[config.mk]
export PLATFORM = sky130hd
export DESIGN_NAME = useq_top
export DESIGN_NICKNAME = d
export VERILOG_FILES = /design/src/rtl/useq_pkg.sv /design/src/rtl/useq_ctrl.sv /design/src/rtl/useq_datapath.sv /design/src/rtl/useq_top.sv
export SDC_FILE = /design/constraint.sdc
export NUM_CORES = 1
export LEC_CHECK = 0
export BUFFER_PORTS_ARGS = -buffer_cell sky130_fd_sc_hd__buf_2
export CAP_MARGIN = 20
export CELL_PAD_IN_SITES_DETAIL_PLACEMENT = 0
export CELL_PAD_IN_SITES_GLOBAL_PLACEMENT = 1
export CORE_UTILIZATION = 34
export CTS_CLUSTER_DIAMETER = 150
export DETAILED_ROUTE_END_ITERATION = 7
export PLACE_DENSITY_LB_ADDON = 0.05
export SETUP_SLACK_MARGIN = 0.1
export SKIP_CTS_REPAIR_TIMING = 1
export SLEW_MARGIN = 0
export SYNTH_ARGS = -nofsm -noshare
export SYNTH_HDL_FRONTEND = slang
export SYNTH_SLANG_ARGS = --single-unit
[constraint.sdc]
create_clock -name clk -period 2.1 [get_ports clk]
set_clock_uncertainty 0.1 [all_clocks]
set_input_delay 0.315 -clock clk [delete_from_list [all_inputs] [get_ports clk]]
set_output_delay 0.315 -clock clk [all_outputs]
set_load 0.01 [all_outputs]
[src/rtl/useq_pkg.sv]
package useq_pkg;
  typedef enum logic [1:0] {
    SRC_INC = 2'd0,
    SRC_AD  = 2'd1,
    SRC_RET = 2'd2,
    SRC_MAP = 2'd3
  } srcSel_e;

  typedef struct packed {
    srcSel_e srcSel;
    logic    saveRet;
  } seqStrobe_t;

  localparam logic [1:0] BR_JUMP = 2'b00;
  localparam logic [1:0] BR_CALL = 2'b01;
  localparam logic [1:0] BR_RET  = 2'b10;
  localparam logic [1:0] BR_MAP  = 2'b11;
endpackage

[src/rtl/useq_ctrl.sv]
module useq_ctrl
  import useq_pkg::*;
(
  input  logic [1:0] condSel,
  input  logic [1:0] branchSel,
  input  logic       indirectFlag,
  input  logic       signFlag,
  input  logic       zeroFlag,
  output logic       condHit,
  output seqStrobe_t strobes
);
  logic [3:0] condVec;

  assign condVec = {zeroFlag, signFlag, indirectFlag, 1'b1};
  assign condHit = condVec[condSel];

  always_comb begin
    strobes.saveRet = 1'b0;
    strobes.srcSel  = SRC_INC;
    unique case (branchSel)
      BR_JUMP: strobes.srcSel = condHit ? SRC_AD : SRC_INC;
      BR_CALL: begin
        strobes.srcSel  = condHit ? SRC_AD : SRC_INC;
        strobes.saveRet = condHit;
      end
      BR_RET:  strobes.srcSel = SRC_RET;
      default: strobes.srcSel = SRC_MAP;
    endcase
  end
endmodule

[src/rtl/useq_datapath.sv]
module useq_datapath
  import useq_pkg::*;
#(
  parameter int ADDR_W     = 7,
  parameter int OPC_W      = 4,
  parameter int RESET_ADDR = 64
) (
  input  logic              clk,
  input  logic              rst,
  input  seqStrobe_t        strobes,
  input  logic [ADDR_W-1:0] addrField,
  input  logic [OPC_W-1:0]  opcodeBits,
  output logic [ADDR_W-1:0] car,
  output logic [ADDR_W-1:0] sbr
);
  localparam int LOW_W = ADDR_W - OPC_W - 1;

  logic [ADDR_W-1:0] carPlus;
  logic [ADDR_W-1:0] mapAddr;
  logic [ADDR_W-1:0] nextCar;

  assign carPlus = car + ADDR_W'(1);
  assign mapAddr = {1'b0, opcodeBits, {LOW_W{1'b0}}};

  always_comb begin
    unique case (strobes.srcSel)
      SRC_AD:  nextCar = addrField;
      SRC_RET: nextCar = sbr;
      SRC_MAP: nextCar = mapAddr;
      default: nextCar = carPlus;
    endcase
  end

  always_ff @(posedge clk) begin
    if (rst) begin
      car <= ADDR_W'(RESET_ADDR);
      sbr <= '0;
    end else begin
      car <= nextCar;
      if (strobes.saveRet) sbr <= carPlus;
    end
  end


  sbr_hold_chk: assert property (@(posedge clk) disable iff (rst)
    !strobes.saveRet |=> $stable(sbr));


  reset_val_chk: assert property (@(posedge clk)
    rst |=> (car == ADDR_W'(RESET_ADDR)) && (sbr == '0));
endmodule

[src/rtl/useq_top.sv]
module useq_top
  import useq_pkg::*;
#(
  parameter int ADDR_W     = 7,
  parameter int OPC_W      = 4,
  parameter int RESET_ADDR = 64
) (
  input  logic              clk,
  input  logic              rst,
  input  logic [1:0]        condSel,
  input  logic [1:0]        branchSel,
  input  logic [ADDR_W-1:0] addrField,
  input  logic              indirectFlag,
  input  logic              signFlag,
  input  logic              zeroFlag,
  input  logic [OPC_W-1:0]  opcodeBits,
  output logic [ADDR_W-1:0] carOut
);
  seqStrobe_t        strobes;
  logic              condHit;
  logic [ADDR_W-1:0] sbr;

  useq_ctrl u_ctrl (
    .condSel(condSel), .branchSel(branchSel), .indirectFlag(indirectFlag),
    .signFlag(signFlag), .zeroFlag(zeroFlag), .condHit(condHit), .strobes(strobes)
  );

  useq_datapath #(.ADDR_W(ADDR_W), .OPC_W(OPC_W), .RESET_ADDR(RESET_ADDR)) u_dp (
    .clk(clk), .rst(rst), .strobes(strobes), .addrField(addrField),
    .opcodeBits(opcodeBits), .car(carOut), .sbr(sbr)
  );


  jump_taken_chk: assert property (@(posedge clk) disable iff (rst)
    (branchSel == BR_JUMP && condHit) |=> carOut == $past(addrField));


  not_taken_inc_chk: assert property (@(posedge clk) disable iff (rst)
    (!branchSel[1] && !condHit) |=> carOut == $past(carOut) + ADDR_W'(1));


  call_save_chk: assert property (@(posedge clk) disable iff (rst)
    (branchSel == BR_CALL && condHit) |=> (sbr == $past(carOut) + ADDR_W'(1)) && (carOut == $past(addrField)));


  return_chk: assert property (@(posedge clk) disable iff (rst)
    (branchSel == BR_RET) |=> carOut == $past(sbr));


  map_chk: assert property (@(posedge clk) disable iff (rst)
    (branchSel == BR_MAP) |=> (carOut[ADDR_W-1] == 1'b0) && (carOut[ADDR_W-2 -: OPC_W] == $past(opcodeBits)));
endmodule

==> impl_results.md <==
- Outcome: finished, final reports clean
- CP required: 2.16 ns
- Antenna violations before repair: 0
- Combinational share of power: 19.5%
- Max clock buf depth: 2
- Vias post-DR: 668
- Routed WL: 1630 µm
- Vias in the first global route: 649
- I/O Buffers: 26
- CP cell instances: ha_1 > nand3_1 > nor2_1 > xnor2_1 > a211oi_1
- R2r setup slk: 0.70 ns
- Sequential-to-total area share from yosys stat: 37.8%
- Largest net degree at the start of global routing: 17
- CTS tree: built
- Asr flop ratio synth: 0%
- Worst Setup SP: u_dp.car[0]
- PnR Total Power: 0.608 mW
- Iter 0 DRT Violations: 9
- Relative slew margins: 78.8%
- Avg Cell Area, Syn: 8.83 µm²
- Antenna diode count: 0
- Inserted Clock Buffers: 3
- Max-slew violations: 0
- Post-synthesis cell type count: 22
- DPL Wire Length: 1200 µm
- Ports: 27
- Placer Congestion: 0.722
- Crit start category: flop
- GRT Resource Usage Total: 15.5%
- Clock sinks: 14
- Placed Area: 903 µm²
- Period Utilization, post-route: 66.9%
- Area leader, netlist: dfxtp_1
- Mapped Cells: 84
- Crit path time final: 1.40 ns
- Tightest Pin Transition: 0.309 ns
- PD cells: 647 nW/µm²
- # fillers: 216
- HP Class: in -> reg
- CTS Root Cell: clkbuf_4
- NumNets Final: 134
- Psw: 0.163 mW
- Core area: 2000 µm²
- Max-cap violations: 0
- P_leak: 0.414 nW
- Clock network power share: 31.5%
- CP max-delay cell: dfxtp_1
- CTS H-tree depth: 1
- # setup viols final: 0
- Antenna-violating nets left: 0
- Fmax: 0.712 GHz
- Reg power frac: 49.0%
- Row Count: 16
- WHS: 0.202 ns
- Critical Path Sink Type: flop
- FF+latch count, synth: 14
- DRC viols: 0
- First-pass GRT wire length: 2810 µm
- Die area: 2370 µm²
- Number of synthesized flops with an enable pin: 0
- Share of cells above drive strength 1: 30.4%
- Setup TNS: 0 ns
- Synthesis Warnings: 0
- Switching Share: 26.8%
- Synth-to-layout area growth: 26.6%
- R2R cell count: 5
- Worst skew pair latency: 0.27 ns
- CP Class: reg -> reg
- Util after Layout: 46.9%
- Post-synth top area share: 37.8%
- Die Span Y: 48.7 µm
- Clock transition at path regs: 0.09 ns
- RSZ-0062 raised after global routing: no
- Remaining global-route overflow: 0
- Wire per inst: 11.7 µm
- CP max stage delay: 0.41 ns
- Ys flop type: dfxtp_1
- VDD IR max: 0.000290 V
- Area contributors post-synth: dfxtp_1, mux2i_1, nor2_1, xnor2_1, a211oi_1
- Worst flop-to-flop path startpoint: u_dp.car[0]
- Synthesized area: 742 µm²
- Hold Vio Cnt, Final: 0
- Worst setup path endpoint: u_dp.sbr[6]
- Cell-internal power: 0.445 mW
- Routed vias/inst: 4.81
- Reg-to-reg endpoint: u_dp.sbr[6]
- Starting Density: 37.1%
- Worst EP arrival: 1.46 ns
- Die Wd: 48.7 µm
- Largest fanout on the critical path: 5
- Total iterations of the first detailed-routing run: 2
- Final instance area: 940 µm²
- Syn_nets: 105
-- cells in the mapped netlist, drive strengths merged (2+ instances only) --
| master | instances |
|---|---|
| a211oi | 4 |
| a21oi | 4 |
| a311oi | 3 |
| buf | 2 |
| clkbuf | 2 |
| dfxtp | 14 |
| inv | 3 |
| mux2i | 11 |
| nand2 | 4 |
| nand3 | 4 |
| nor2 | 19 |
| xnor2 | 4 |
-- worst min-delay path by stage --
stage | startpoint | endpoint | cells after the start
after floorplan | rst | u_dp.car[0] | 1
after global placement | u_dp.sbr[1] | u_dp.sbr[1] | 2
after detailed placement | u_dp.sbr[2] | u_dp.sbr[2] | 2
after CTS | addrField[0] | u_dp.car[0] | 3
after global routing | addrField[1] | u_dp.car[1] | 3
final | addrField[0] | u_dp.car[0] | 3
-- critical path, delay by kind of cell, from the launching register on --
family	cells	cell delay, ns
DFF	1	0.41
and+or+nand+nor	2	0.31
adders and majority gates	1	0.22
xor gates and xnor gates	1	0.16
AOI/OAI and AO/OA	1	0.09
-- area by class of cell --
class	count	area, µm²	share of cell area (%)
well taps	27	33.8	3.60
flip-flops and latches	14	280	29.8
multi-input cells	63	433	46.1
clock buffers	4	36.3	3.86
inverters	3	11.3	1.20
repair buffers	28	145	15.4
-- metal layers --
layer	track usage, %	up-vias	part of all wire, %
met1	20.0	295	51
met3	4.72	2	6.1
met5	0	-	0
met4	5.88	0	0.74
met2	24.1	18	42
li1	-	353	-
-- cell usage in the layout, fill, tap and decap left out --
cell        n
buf_2      26
nor2_1     19
dfxtp_1    14
mux2i_1    11
nand3_1     4
nand2_1     4
xnor2_1     4
a21oi_1     4
a211oi_1    4
inv_1       3
a311oi_1    3
clkbuf_4    3
buf_4       2
nor4b_1     1
a31oi_1     1
nor2b_1     1
a22oi_1     1
nand3b_1    1
o31ai_1     1
nor3b_2     1
a2111oi_4   1
xor2_1      1
ha_1        1
clkbuf_8    1
-- per-stage QoR --
step / std cells / setup WS (ns)
final: 139 / 0.696
after global routing: 139 / 0.595
after CTS: 139 / 0.686
after detailed placement: 135 / 0.426
after global placement: 135 / 0.449
after floorplan: 84 / 0.475
-- cell families after synthesis --
logic type / share of synthesized area, %
buffers and inverters: 3.88
multiplexers: 14.8
adder cells (fa/ha/maj): 1.69
AO/OA/AOI/OAI: 16.9
AND/OR/NAND/NOR: 19.1
flip-flops: 37.8
XOR/XNOR: 5.90
-- flip-flops by register name (all words and copies together) (netlist names) --
register  cells
u_dp.car      7
u_dp.sbr      7
-- power groups by stage --
stage	logic, mW	clock network, mW	registers (mW)
after floorplan	0.0685	0	0.307
after global placement	0.119	0	0.304
after detailed placement	0.120	0	0.304
after CTS	0.120	0.198	0.298
after global routing	0.133	0.216	0.301
final	0.119	0.192	0.298
No activity file was read; power rests on OpenSTA's default activity.
